[config.mk]
export PLATFORM = sky130hd
export DESIGN_NAME = sram_ctrl
export DESIGN_NICKNAME = d
export VERILOG_FILES = /design/src/rtl/sram_ctrl_pkg.sv /design/src/rtl/sram_ctrl_timer.sv /design/src/rtl/sram_ctrl_seq.sv /design/src/rtl/sram_ctrl_dp.sv /design/src/rtl/sram_ctrl.sv
export SDC_FILE = /design/constraint.sdc
export NUM_CORES = 1
export LEC_CHECK = 0
export ABC_AREA = 1
export BUFFER_PORTS_ARGS = -buffer_cell sky130_fd_sc_hd__buf_4
export CAP_MARGIN = 20
export CORE_MARGIN = 10
export CORE_UTILIZATION = 48
export CTS_CLUSTER_SIZE = 14
export DETAILED_ROUTE_END_ITERATION = 12
export GPL_TIMING_DRIVEN = 1
export PLACE_DENSITY = 0.82
export SLEW_MARGIN = 40
export SYNTH_ARGS = -nofsm -noshare
export SYNTH_HDL_FRONTEND = slang
export SYNTH_SLANG_ARGS = --single-unit
[constraint.sdc]
create_clock -name clk_i -period 1.7 [get_ports clk_i]
set_input_delay 0.34 -clock clk_i [delete_from_list [all_inputs] [get_ports clk_i]]
set_output_delay 0.34 -clock clk_i [all_outputs]
set_load 0.05 [all_outputs]
[src/rtl/sram_ctrl_pkg.sv]
package sram_ctrl_pkg;

  typedef enum logic [2:0] {
    PH_IDLE,
    PH_READ,
    PH_WSETUP,
    PH_WPULSE,
    PH_WHOLD
  } phase_e;

  typedef struct packed {
    logic ce_n;
    logic oe_n;
    logic we_n;
    logic drv;
  } pins_t;

  function automatic pins_t pins_of(phase_e ph);
    pins_t p;
    p = '{ce_n: 1'b1, oe_n: 1'b1, we_n: 1'b1, drv: 1'b0};
    case (ph)
      PH_READ:   begin p.ce_n = 1'b0; p.oe_n = 1'b0; end
      PH_WSETUP: p.ce_n = 1'b0;
      PH_WPULSE: begin p.ce_n = 1'b0; p.we_n = 1'b0; p.drv = 1'b1; end
      PH_WHOLD:  p.ce_n = 1'b0;
      default:   ;
    endcase
    return p;
  endfunction

endpackage

[src/rtl/sram_ctrl_timer.sv]
module sram_ctrl_timer #(
  parameter int CW = 2
) (
  input  logic          clk_i,
  input  logic          rst_ni,
  input  logic          load_i,
  input  logic [CW-1:0] load_val_i,
  output logic          last_o
);

  logic [CW-1:0] cnt_q;

  always_ff @(posedge clk_i or negedge rst_ni) begin
    if (!rst_ni)               cnt_q <= '0;
    else if (load_i)           cnt_q <= load_val_i;
    else if (cnt_q != '0)      cnt_q <= cnt_q - 1'b1;
  end

  assign last_o = (cnt_q == '0);

endmodule

[src/rtl/sram_ctrl_seq.sv]
module sram_ctrl_seq
  import sram_ctrl_pkg::*;
#(
  parameter int SETUP_CYC = 1,
  parameter int PULSE_CYC = 1,
  parameter int HOLD_CYC  = 1,
  parameter int READ_CYC  = 1
) (
  input  logic  clk_i,
  input  logic  rst_ni,
  input  logic  req_valid_i,
  input  logic  req_we_i,
  output logic  accept_o,
  output logic  capture_o,
  output logic  ready_o,
  output logic  done_o,
  output pins_t pins_o
);

  localparam int MAX_A   = (SETUP_CYC > PULSE_CYC) ? SETUP_CYC : PULSE_CYC;
  localparam int MAX_B   = (HOLD_CYC > READ_CYC) ? HOLD_CYC : READ_CYC;
  localparam int MAX_CYC = (MAX_A > MAX_B) ? MAX_A : MAX_B;
  localparam int CW      = $clog2(MAX_CYC + 1);
  localparam logic [CW-1:0] LD_SU = CW'(SETUP_CYC - 1);
  localparam logic [CW-1:0] LD_PW = CW'(PULSE_CYC - 1);
  localparam logic [CW-1:0] LD_HD = CW'(HOLD_CYC - 1);
  localparam logic [CW-1:0] LD_RD = CW'(READ_CYC - 1);

  phase_e        state_q, state_d;
  logic          load, last, fin, done_q;
  logic [CW-1:0] load_val;

  sram_ctrl_timer #(.CW(CW)) u_timer (
    .clk_i      (clk_i),
    .rst_ni     (rst_ni),
    .load_i     (load),
    .load_val_i (load_val),
    .last_o     (last)
  );

  always_comb begin
    state_d   = state_q;
    load      = 1'b0;
    load_val  = '0;
    accept_o  = 1'b0;
    capture_o = 1'b0;
    fin       = 1'b0;
    case (state_q)
      PH_IDLE: if (req_valid_i) begin
        accept_o = 1'b1;
        load     = 1'b1;
        if (req_we_i) begin state_d = PH_WSETUP; load_val = LD_SU; end
        else          begin state_d = PH_READ;   load_val = LD_RD; end
      end
      PH_READ: if (last) begin
        capture_o = 1'b1;
        fin       = 1'b1;
        state_d   = PH_IDLE;
      end
      PH_WSETUP: if (last) begin
        state_d = PH_WPULSE; load = 1'b1; load_val = LD_PW;
      end
      PH_WPULSE: if (last) begin
        state_d = PH_WHOLD; load = 1'b1; load_val = LD_HD;
      end
      PH_WHOLD: if (last) begin
        fin     = 1'b1;
        state_d = PH_IDLE;
      end
      default: state_d = PH_IDLE;
    endcase
  end

  always_ff @(posedge clk_i or negedge rst_ni) begin
    if (!rst_ni) begin
      state_q <= PH_IDLE;
      done_q  <= 1'b0;
    end else begin
      state_q <= state_d;
      done_q  <= fin;
    end
  end

  assign ready_o = (state_q == PH_IDLE);
  assign done_o  = done_q;
  assign pins_o  = pins_of(state_q);

  // write pulse length monitor
  logic [CW:0] we_low_cnt;
  always_ff @(posedge clk_i or negedge rst_ni) begin
    if (!rst_ni)            we_low_cnt <= '0;
    else if (!pins_o.we_n)  we_low_cnt <= we_low_cnt + 1'b1;
    else                    we_low_cnt <= '0;
  end

  AST_IDLE_STANDBY: assert property (@(posedge clk_i) disable iff (!rst_ni)
    ready_o |-> (pins_o.ce_n && !pins_o.drv));
  AST_PULSE_WIDTH: assert property (@(posedge clk_i) disable iff (!rst_ni)
    $rose(pins_o.we_n) |-> (we_low_cnt == (CW+1)'(PULSE_CYC)));
  AST_WRITE_OE_HIGH: assert property (@(posedge clk_i) disable iff (!rst_ni)
    !pins_o.we_n |-> pins_o.oe_n);
  AST_DRV_IN_PULSE: assert property (@(posedge clk_i) disable iff (!rst_ni)
    pins_o.drv |-> (!pins_o.we_n && pins_o.oe_n));
  AST_TURNAROUND: assert property (@(posedge clk_i) disable iff (!rst_ni)
    !pins_o.oe_n |=> !pins_o.drv);
  AST_DONE_ONE_CYCLE: assert property (@(posedge clk_i) disable iff (!rst_ni)
    done_o |=> !done_o);

endmodule

[src/rtl/sram_ctrl_dp.sv]
module sram_ctrl_dp #(
  parameter int AW = 17,
  parameter int DW = 8
) (
  input  logic          clk_i,
  input  logic          rst_ni,
  input  logic          accept_i,
  input  logic          capture_i,
  input  logic [AW-1:0] req_addr_i,
  input  logic [DW-1:0] req_wdata_i,
  input  logic [DW-1:0] mem_dq_i,
  output logic [AW-1:0] addr_o,
  output logic [DW-1:0] wdata_o,
  output logic [DW-1:0] rdata_o
);

  always_ff @(posedge clk_i or negedge rst_ni) begin
    if (!rst_ni) begin
      addr_o  <= '0;
      wdata_o <= '0;
    end else if (accept_i) begin
      addr_o  <= req_addr_i;
      wdata_o <= req_wdata_i;
    end
  end

  always_ff @(posedge clk_i or negedge rst_ni) begin
    if (!rst_ni)        rdata_o <= '0;
    else if (capture_i) rdata_o <= mem_dq_i;
  end

endmodule

[src/rtl/sram_ctrl.sv]
module sram_ctrl
  import sram_ctrl_pkg::*;
#(
  parameter int AW        = 17,
  parameter int DW        = 8,
  parameter int SETUP_CYC = 1,
  parameter int PULSE_CYC = 1,
  parameter int HOLD_CYC  = 1,
  parameter int READ_CYC  = 1
) (
  input  logic          clk_i,
  input  logic          rst_ni,
  input  logic          req_valid_i,
  input  logic          req_we_i,
  input  logic [AW-1:0] req_addr_i,
  input  logic [DW-1:0] req_wdata_i,
  output logic          ready_o,
  output logic          done_o,
  output logic [DW-1:0] rdata_o,
  output logic [AW-1:0] mem_addr_o,
  output logic          mem_ce_no,
  output logic          mem_oe_no,
  output logic          mem_we_no,
  output logic [DW-1:0] mem_dq_o,
  input  logic [DW-1:0] mem_dq_i,
  output logic          mem_dq_oe_o
);

  logic  accept, capture;
  pins_t pins;

  sram_ctrl_seq #(
    .SETUP_CYC (SETUP_CYC),
    .PULSE_CYC (PULSE_CYC),
    .HOLD_CYC  (HOLD_CYC),
    .READ_CYC  (READ_CYC)
  ) u_seq (
    .clk_i       (clk_i),
    .rst_ni      (rst_ni),
    .req_valid_i (req_valid_i),
    .req_we_i    (req_we_i),
    .accept_o    (accept),
    .capture_o   (capture),
    .ready_o     (ready_o),
    .done_o      (done_o),
    .pins_o      (pins)
  );

  sram_ctrl_dp #(.AW(AW), .DW(DW)) u_dp (
    .clk_i       (clk_i),
    .rst_ni      (rst_ni),
    .accept_i    (accept),
    .capture_i   (capture),
    .req_addr_i  (req_addr_i),
    .req_wdata_i (req_wdata_i),
    .mem_dq_i    (mem_dq_i),
    .addr_o      (mem_addr_o),
    .wdata_o     (mem_dq_o),
    .rdata_o     (rdata_o)
  );

  assign mem_ce_no   = pins.ce_n;
  assign mem_oe_no   = pins.oe_n;
  assign mem_we_no   = pins.we_n;
  assign mem_dq_oe_o = pins.drv;

  AST_ADDR_HELD: assert property (@(posedge clk_i) disable iff (!rst_ni)
    (!mem_ce_no && $past(!mem_ce_no)) |-> $stable(mem_addr_o));
  AST_BUSY_NOT_READY: assert property (@(posedge clk_i) disable iff (!rst_ni)
    !mem_ce_no |-> !ready_o);
  AST_RDATA_KEPT: assert property (@(posedge clk_i) disable iff (!rst_ni)
    ($past(!mem_we_no) || $past(mem_oe_no)) |-> $stable(rdata_o));

endmodule

==> results of run 1 <==
[through the flow]
stage               hold slack (ns)  std cells  area (um2)
floorplan                    0.0444        169        1540
global placement              0.328        284        2130
detailed placement            0.324        284        2130
CTS                           0.210        295        2210
global route                  0.212        296        2240
finish                        0.217        296        2240
[synthesized netlist by cell type (2+ instances only)]
cell,count,share of area [%]
dfrtp_1,37,61
nand3_1,27,8.9
nor2_1,4,0.98
buf_4,2,0.98
o21ai_0,9,3.0
clkbuf_1,2,0.49
inv_2,3,0.74
nand2_1,62,15
buf_6,2,1.5
buf_2,2,0.66
inv_1,13,3.2
[layer usage]
layer  part of all wire [%]  up-vias
met5                      0        -
met4                    1.9        0
met3                    7.5        7
met2                     47       57
met1                     43      607
li1                       -      697
[worst max-delay path: stages, from the launching register on]
cell and delay [ns]:
dfrtp_1 0.45, inv_2 0.13, nand2_4 0.08, o21ai_2 0.16
nor2_2 0.05, buf_6 0.15
[cell type report]
cell class,count,area [um2]
Timing Repair Buffer,83,641
Clock inverter,2,10.0
Inverter,16,63.8
Fill cell,246,812
Sequential cell,37,928
Clock buffer,6,41.3
Multi-Input combinational cell,108,502
Tap cell,44,55.1
[registers in the layout (all words and copies together), names as in the netlist]
| register | flops |
|---|---|
| u_dp.addr_o | 17 |
| u_dp.wdata_o | 8 |
| u_dp.rdata_o | 8 |
| u_seq.state_q | 3 |
| u_seq.done_o | 1 |
[logic make-up (layout without fill, tap and decap cells)]
family	count (synthesis)	after routing	share of synthesized area, %
buf+inv	24	107	7.54
flops	37	37	60.7
simple gates	98	98	28.4
compound gates	10	10	3.44
[final timing paths]
| check | cells after the start | end |
|---|---|---|
| max in group asynchronous | 2 | u_seq.state_q[2] |
| hold reg to reg | 2 | u_dp.addr_o[7] |
| hold / removal | 3 | u_dp.addr_o[16] |
| setup / recovery | 5 | mem_ce_no |
| setup reg to reg | 6 | u_dp.wdata_o[6] |
| min in group asynchronous | 2 | u_dp.addr_o[3] |
[repair_timing]
| action | 4_1_cts | 5_1_grt |
|---|---|---|
| hold endpoints to repair | 37 | 0 |
| pin swaps | 0 | 2 |
| hold buffers | 1 | 0 |
| resized for setup | 4 | 5 |
| buffers inserted | 2 | 1 |
| setup endpoints to repair | 2 | 3 |
==> impl_metrics.py, run 1 <==
metrics = {
    "run_status": {
        "status": "completed",
    },
    "route": {
        "vias": 1368,
        "drtAntennaViolNets": 0,
        "drt_iter0_markers": 160,
        "drt-pass1-iter-count": 4,
        "routed_wl_um": 4260,
        "drt-wirelength-per-cell_um": 14.4,
        "vias_per_cell": 4.62,
        "remaining_drc_errors": 0,
    },
    "floorplanning": {
        "die_w_um": 76.4,
        "row_count": 20,
        "fp.coreArea_um2": 3050,
        "die_area_um2": 5840,
        "start_util_pct": 50.0,
        "die_y_um": 76.4,
        "ios": 76,
    },
    "critical_path": {
        "cp_data_arrival_time_ns": 1.35,
        "critPathMaxFanout": 4,
        "r2r_start": "u_seq.state_q[2]",
        "required_ns": 1.36,
        "worstSetupStartpointType": "register",
        "path_class": "register to output port",
        "crit_path_end_kind": "output port",
        "setup.worst_path.start": "u_seq.state_q[1]",
        "reg2reg_slack_ns": 0.46,
    },
    "logic_synthesis": {
        "synth_edf_count": 0,
        "syn_nets": 206,
        "synthDistinctLibCells": 17,
        "syn_inst": 169,
        "ys_seq_area_share_pct": 60.7,
        "synth_area_um2": 1530,
        "yosys_warnings": 0,
        "ys_ff_latch": 37,
        "ys.flop_type": "dfrtp_1",
        "synthArstFlopShare_pct": 100,
        "syn_avg_cell_area_um2": 9.03,
    },
    "clock_tree": {
        "cts_root_buf": "clkbuf_4",
        "clkSlewWorstSetupHoldPaths_ns": 0.11,
        "numCtsBuffers": 5,
        "ctsHtreeMaxLevel": 2,
        "tritoncts": "built",
        "clkLatencyLatePin_ns": 0.33,
        "numClockSinks": 37,
        "clock_path_buffers": 2,
    },
    "worst_hold_path": {
        "min-delay-start": "req_addr_i[16]",
        "min_path_type": "primary input to register",
    },
    "global_route": {
        "grt_overflow": 0,
        "grt_max_degree": 38,
        "grt.met2_usage_pct": 22.3,
        "met1_usage_pct": 17.2,
        "grt_pass1_wl_um": 6710,
        "grt_usage_pct": 14.1,
        "grt_use_met3_pct": 4.36,
        "grt_pass1_vias": 1384,
        "antenna_found_initial": 0,
        "grt_busiest_layer": "met2",
    },
    "sta": {
        "hold_violations": 0,
        "layout_setup_ws_ns": 0.00546,
        "slew_violations": 0,
        "finalSetupViolCount": 0,
        "finalCritPeriodShare_pct": 99.7,
        "tns_ns": 0,
        "finalCriticalPeriod_ns": 1.69,
        "max_freq_mhz": 590,
        "tightest_slew_ns": 0.454,
        "grt_setup_unrepaired": "yes",
        "timing.slew.headroom_pct": 69.7,
        "skew_ns": 0.00616,
    },
    "placement": {
        "hpwl_um": 3020,
        "io_buffers": 75,
        "routabilityCongestion": 0.717,
        "dp_slack_ns": 0.268,
    },
    "layout": {
        "drive_above_1_share_pct": 40.5,
        "final_common_cell": "buf_4",
        "post-route-util_pct": 73.4,
        "final_cell_mix": "78 x buf_4, 62 x nand2_1, 35 x dfrtp_1, 26 x nand3_1, 12 x inv_1",
        "area_delta_synth_final_pct": 46.8,
        "final_nets": 288,
        "n_antenna_cell": 0,
    },
    "flow_run": {
        "drv_cap": 0,
    },
}
Power of run 1 is left out: the tool's default activity adds up to more than one toggle a clock period on the data nets, which glitch-free logic cannot reach.
==> run 2: changes to the inputs <==
--- a/config.mk
+++ b/config.mk
@@ -9,12 +9,14 @@
 export BUFFER_PORTS_ARGS = -buffer_cell sky130_fd_sc_hd__buf_4
 export CAP_MARGIN = 20
 export CORE_MARGIN = 10
-export CORE_UTILIZATION = 48
+export CORE_UTILIZATION = 49
 export CTS_CLUSTER_SIZE = 14
 export DETAILED_ROUTE_END_ITERATION = 12
+export GPL_ROUTABILITY_DRIVEN = 0
 export GPL_TIMING_DRIVEN = 1
-export PLACE_DENSITY = 0.82
+export PLACE_DENSITY = 0.83
 export SLEW_MARGIN = 40
 export SYNTH_ARGS = -nofsm -noshare
 export SYNTH_HDL_FRONTEND = slang
+export SYNTH_HIERARCHICAL = 1
 export SYNTH_SLANG_ARGS = --single-unit
==> run 2 against run 1 <==
Compared with the run above:
- global-route usage is 0.40 points higher
- worst hold slack worse by 0.012 ns
- core utilization is 1.6 points higher
- non-clock buffer count is 2 lower
- register-to-register slack worse by 0.32 ns
- count of clock-buffer cells in the layout is 1 higher
- final cell count is 6.1% higher
==> impl_metrics.py, run 2 <==
metrics = {
    "sta": {
        "tns_ns": 0,
        "hold_violations": 0,
        "slew_violations": 0,
        "finalCriticalPeriod_ns": 1.66,
        "finalSetupViolCount": 0,
        "max_freq_mhz": 601,
        "finalCritPeriodShare_pct": 97.9,
        "skew_ns": 0.00793,
        "grt_setup_unrepaired": "yes",
    },
    "layout": {
        "final_common_cell": "nand2_1",
        "drive_above_1_share_pct": 37.8,
        "final_cell_mix": "107 x nand2_1, 75 x buf_4, 36 x dfrtp_1, 8 x inv_1",
        "area_delta_synth_final_pct": 44.8,
        "n_antenna_cell": 0,
        "final_area_um2": 2310,
        "regMostFlops": "u_dp/addr_o",
        "largest_reg_flops": 17,
        "reg_top3": "u_dp/addr_o (17), u_dp/rdata_o (8), u_dp/wdata_o (8)",
        "final_nets": 306,
    },
    "route": {
        "drtAntennaViolNets": 0,
        "drt-wirelength-per-cell_um": 14.0,
        "routed_wl_um": 4380,
        "drt-pass1-iter-count": 5,
        "drt_iter0_markers": 128,
        "remaining_drc_errors": 0,
        "vias_per_cell": 4.74,
        "vias": 1488,
    },
    "clock_tree": {
        "numCtsBuffers": 5,
        "cts_root_buf": "clkbuf_4",
        "clkLatencyLatePin_ns": 0.33,
        "tritoncts": "built",
        "clock_path_buffers": 2,
        "clkSlewWorstSetupHoldPaths_ns": 0.11,
        "numClockSinks": 38,
        "ctsHtreeMaxLevel": 2,
    },
    "placement": {
        "hpwl_um": 3400,
        "io_buffers": 75,
        "dpl_cell_area_um2": 2190,
    },
    "logic_synthesis": {
        "netlist.area_leader.share_pct": 59.6,
        "syn_nets": 224,
        "ys_ff_latch": 38,
        "synthArstFlopShare_pct": 100,
        "syn_inst": 187,
        "synth_area_um2": 1600,
        "synthDistinctLibCells": 18,
        "yosys_warnings": 6,
        "ys.flop_type": "dfrtp_1",
        "ys_seq_area_share_pct": 59.6,
        "synth_common_cells": "108 x nand2_1, 38 x dfrtp_1, 9 x inv_1, 6 x nor2_1, 5 x nand3_1",
        "syn_avg_cell_area_um2": 8.53,
        "yosys.area.top_type": "dfrtp_1",
        "synth_edf_count": 0,
        "yosysMostFrequentCell": "nand2_1",
        "synth_top_cells_by_area": "dfrtp_1 60%, nand2_1 25%, buf_6 2.8%",
    },
    "global_route": {
        "grt_pass1_vias": 1559,
        "grt_overflow": 0,
        "antenna_found_initial": 0,
        "grt_max_degree": 39,
        "grt_pass1_wl_um": 7240,
        "grt_usage_pct": 14.5,
    },
    "flow_run": {
        "drv_cap": 0,
    },
    "critical_path": {
        "crit_path_end_kind": "output port",
        "critPathMaxFanout": 5,
        "path_class": "register to output port",
        "worstSetupStartpointType": "register",
        "required_ns": 1.36,
        "cp_data_arrival_time_ns": 1.32,
    },
    "worst_hold_path": {
        "min_path_type": "primary input to register",
    },
    "floorplanning": {
        "start_util_pct": 51.8,
        "die_w_um": 77.1,
        "ios": 76,
        "fp.coreArea_um2": 3080,
        "die_area_um2": 5940,
        "row_count": 20,
        "die_y_um": 77.1,
    },
    "run_status": {
        "status": "completed",
    },
}
run 2: cells by family (layout without fill, tap and decap cells):
logic type | count (synthesis) | count (layout) | share of synthesized area (%)
AND/OR/NAND/NOR | 127 | 127 | 32.2
flip-flops | 38 | 38 | 59.6
buffers and inverters | 18 | 101 | 6.90
other | 1 | 1 | 0.235
AO/OA/AOI/OAI | 3 | 3 | 1.02
run 2: path summary, 6_finish.rpt:
check / cells past startpoint / start / slack [ns] / to
max: 4 / u_seq/state_q[2] / 0.04 / ready_o
min: 3 / req_addr_i[12] / 0.21 / u_dp/addr_o[12]
max reg2reg: 9 / u_seq/state_q[2] / 0.14 / u_dp/wdata_o[6]
max in group asynchronous: 2 / rst_ni / 0.85 / u_seq/state_q[0]
min reg2reg: 2 / u_dp/rdata_o[3] / 0.48 / u_dp/rdata_o[3]
min in group asynchronous: 2 / rst_ni / 0.49 / u_dp/addr_o[12]
run 2: through the flow:
| stage | util, % | cells | setup WS (ns) | hold WS [ns] |
|---|---|---|---|---|
| floorplan | - | 187 | 0.0474 | 0.0444 |
| global placement | 71.1 | 302 | 0.285 | 0.331 |
| detailed placement | 71.1 | 302 | 0.239 | 0.329 |
| CTS | 74.0 | 313 | -0.000191 | 0.199 |
| global route | 75.0 | 314 | -0.0275 | 0.192 |
| finish | 75.0 | 314 | 0.0360 | 0.205 |
run 2: what timing repair did:
item,4_1_cts,5_1_grt
resized for setup,1,9
endpoints found under the setup margin,2,4
endpoints found under the hold margin,38,0
buffers inserted,2,1
hold buffers,1,0
pin swaps,1,1
run 2: final cells by class:
type | instances | area, um2
sequential | 38 | 953
fill | 234 | 768
timing repair buffer | 81 | 642
multi-input combinational | 131 | 549
clock buffer | 7 | 55.1
tap | 44 | 55.1
inverter | 12 | 50.0
clock inverter | 1 | 5.00
run 2: per-layer routing:
layer / global-route usage (%) / part of all wire, % / vias to the layer above
met5: 0 / 0 / -
met4: 3.28 / 1.3 / 0
met3: 5.83 / 9.0 / 7
met2: 24.9 / 49 / 64
met1: 16.6 / 41 / 693
li1: - / - / 724
run 2: worst max-delay path, cell delays in order (launching register included):
cell	delay (ns)
dfrtp_2	0.47
nor2_1	0.15
inv_2	0.09
nor2_4	0.13
buf_8	0.16
Power of run 2 is left out for the same reason.
==> run 3: changes to the inputs <==
--- a/config.mk
+++ b/config.mk
@@ -14,7 +14,7 @@
 export DETAILED_ROUTE_END_ITERATION = 12
 export GPL_ROUTABILITY_DRIVEN = 0
 export GPL_TIMING_DRIVEN = 1
-export PLACE_DENSITY = 0.83
+export PLACE_DENSITY = 0.93
 export SLEW_MARGIN = 40
 export SYNTH_ARGS = -nofsm -noshare
 export SYNTH_HDL_FRONTEND = slang
==> constraint.sdc (replaced) <==
create_clock -name clk_i -period 1.7 [get_ports clk_i]
set_input_delay 0.34 -clock clk_i [delete_from_list [all_inputs] [get_ports clk_i]]
set_output_delay 0.34 -clock clk_i [all_outputs]
set_load 0.1 [all_outputs]
==> run 3 against run 2 <==
Compared with the run above:
- sequential share of layout area decreased by 1.3 points
- worst setup slack got worse by 0.034 ns
- final cell count rose by 0.96%
- register-to-register slack worse by 0.02 ns
- non-clock buffer count grew 5
- via count decreased by 0.40%
- maximum frequency is 2.0% lower
- global-route usage is 0.67 points lower
- routed wire length is 0.48% lower
- flip-flop and latch count is the same
- worst hold slack got worse by 0.0076 ns
- critical path type unchanged
==> impl_metrics.py, run 3 (synthesis gave the netlist of run 2 again) <==
metrics = {
    "run_status": {
        "status": "completed",
    },
    "critical_path": {
        "crit_path_end_kind": "output port",
        "reg2reg_depth": 10,
        "cpPeakStageDelay_ns": 0.46,
        "crit_end": "mem_we_no",
        "rr_endpoint": "u_dp/wdata_o[3]",
        "worstSetupStartpointType": "register",
        "reg2reg_slack_ns": 0.12,
        "path_cells": "inv_2, nand2_4, nor2_4, inv_2, buf_12",
        "critPathMaxFanout": 5,
        "path_class": "register to output port",
        "setup.worst_path.start": "u_seq/state_q[2]",
        "required_ns": 1.36,
        "critPathSlowestCell": "dfrtp_2",
        "cp_data_arrival_time_ns": 1.36,
        "critPathMostFrequentCell": "inv_2",
        "r2r_start": "u_seq/state_q[2]",
    },
    "sta": {
        "slew_violations": 0,
        "hold_ws_ns": 0.198,
        "finalCritPeriodShare_pct": 99.9,
        "grt_setup_unrepaired": "yes",
        "finalSetupViolCount": 0,
        "finalCriticalPeriod_ns": 1.70,
        "skew_ns": 0.00682,
        "max_freq_mhz": 589,
        "hold_violations": 0,
    },
    "route": {
        "vias_per_cell": 4.68,
        "drtAntennaViolNets": 0,
        "drt_iter0_markers": 95,
        "vias": 1482,
        "drt-wirelength-per-cell_um": 13.8,
        "routed_wl_um": 4360,
        "drt-pass1-iter-count": 4,
        "remaining_drc_errors": 0,
    },
    "layout": {
        "final_nets": 311,
        "regMostFlops": "u_dp/addr_o",
        "n_fill_cell": 230,
        "final_common_cell": "nand2_1",
        "largest_reg_flops": 17,
        "n_antenna_cell": 0,
        "final_cell_mix": "106 x nand2_1, 79 x buf_4, 35 x dfrtp_1",
        "drive_above_1_share_pct": 41.4,
        "final_area_um2": 2390,
        "reg_top3": "u_dp/addr_o (17), u_dp/rdata_o (8), u_dp/wdata_o (8)",
        "area_delta_synth_final_pct": 49.6,
    },
    "global_route": {
        "grt_use_met3_pct": 8.16,
        "grt_pass1_vias": 1468,
        "met1_usage_pct": 15.4,
        "grt_pass1_wl_um": 6830,
        "grt_overflow": 0,
        "antenna_found_initial": 0,
        "grt_busiest_layer": "met2",
        "grt.met2_usage_pct": 21.8,
        "grt_usage_pct": 13.8,
        "grt_max_degree": 39,
    },
    "clock_tree": {
        "clkSlewWorstSetupHoldPaths_ns": 0.10,
        "tritoncts": "built",
        "numClockSinks": 38,
        "clock_path_buffers": 2,
        "ctsHtreeMaxLevel": 2,
        "numCtsBuffers": 5,
        "clkLatencyLatePin_ns": 0.33,
        "cts_root_buf": "clkbuf_4",
    },
    "placement": {
        "dpl_cell_area_um2": 2190,
        "hpwl_um": 3210,
        "io_buffers": 75,
    },
    "floorplanning": {
        "ios": 76,
        "fp.coreArea_um2": 3080,
        "die_y_um": 77.1,
        "die_w_um": 77.1,
        "die_area_um2": 5940,
        "start_util_pct": 51.8,
        "row_count": 20,
    },
    "worst_hold_path": {
        "min_path_type": "primary input to register",
    },
    "flow_run": {
        "drv_cap": 0,
    },
}
-- run 3: cell types whose count changed in the layout (fill, tap and decap cells not counted), sizes merged --
cell	before	now
buf	80	85
clkbuf	7	6
clkinv	1	0
-- run 3: layout make-up --
class	instances	area, um2	area share [%]
clock buffers	6	51.3	2.15
inverters	12	52.6	2.20
multi-input cells	131	564	23.6
flip-flops and latches	38	955	40.0
well taps	44	55.1	2.31
repair buffers	86	709	29.7
-- run 3: how the worst min path moves through the flow --
stage          depth (start not counted)               to  slack [ns]            from
6_report                               3  u_dp/rdata_o[5]        0.20     mem_dq_i[5]
4_1_cts                                3  u_dp/rdata_o[5]        0.19     mem_dq_i[5]
3_5_place_dp                           1   u_dp/addr_o[2]        0.33          rst_ni
2_1_floorplan                          0   u_dp/addr_o[0]        0.04          rst_ni
3_3_place_gp                           1  u_dp/wdata_o[4]        0.33          rst_ni
5_1_grt                                3  u_dp/addr_o[11]        0.17  req_addr_i[11]
-- run 3: critical path, delay by kind of cell (launching register included) --
| family | cells | cell delay [ns] |
|---|---|---|
| DFF | 1 | 0.46 |
| and+or+nand+nor | 2 | 0.25 |
| buffers and inverters | 3 | 0.32 |
-- run 3: per-stage QoR --
| stage | std cells | TNS, ns | setup WS, ns | utilization (%) |
|---|---|---|---|---|
| final | 317 | 0 | 0.00244 | 77.6 |
| after global routing | 317 | -0.210 | -0.0746 | 77.6 |
| after CTS | 312 | 0 | 0.00821 | 75.2 |
| after detailed placement | 302 | 0 | 0.241 | 71.3 |
| after global placement | 302 | 0 | 0.288 | 71.3 |
| after floorplan | 187 | -3.36 | -0.325 | - |
-- run 3: timing repair --
item | in CTS | in global routing
pin swaps | 0 | 3
gates cloned | 0 | 0
setup endpoints to repair | 4 | 5
hold buffers | 1 | 0
setup buffers | 3 | 5
hold endpoints to repair | 38 | 0
resized for setup | 11 | 13
-- run 3: layer usage --
metal  wire [um]  up-vias
met5           0        -
met4          78        0
met3         486       12
met2        2010       64
met1        1780      677
li1            -      729
Power of run 3 is left out for the same reason.
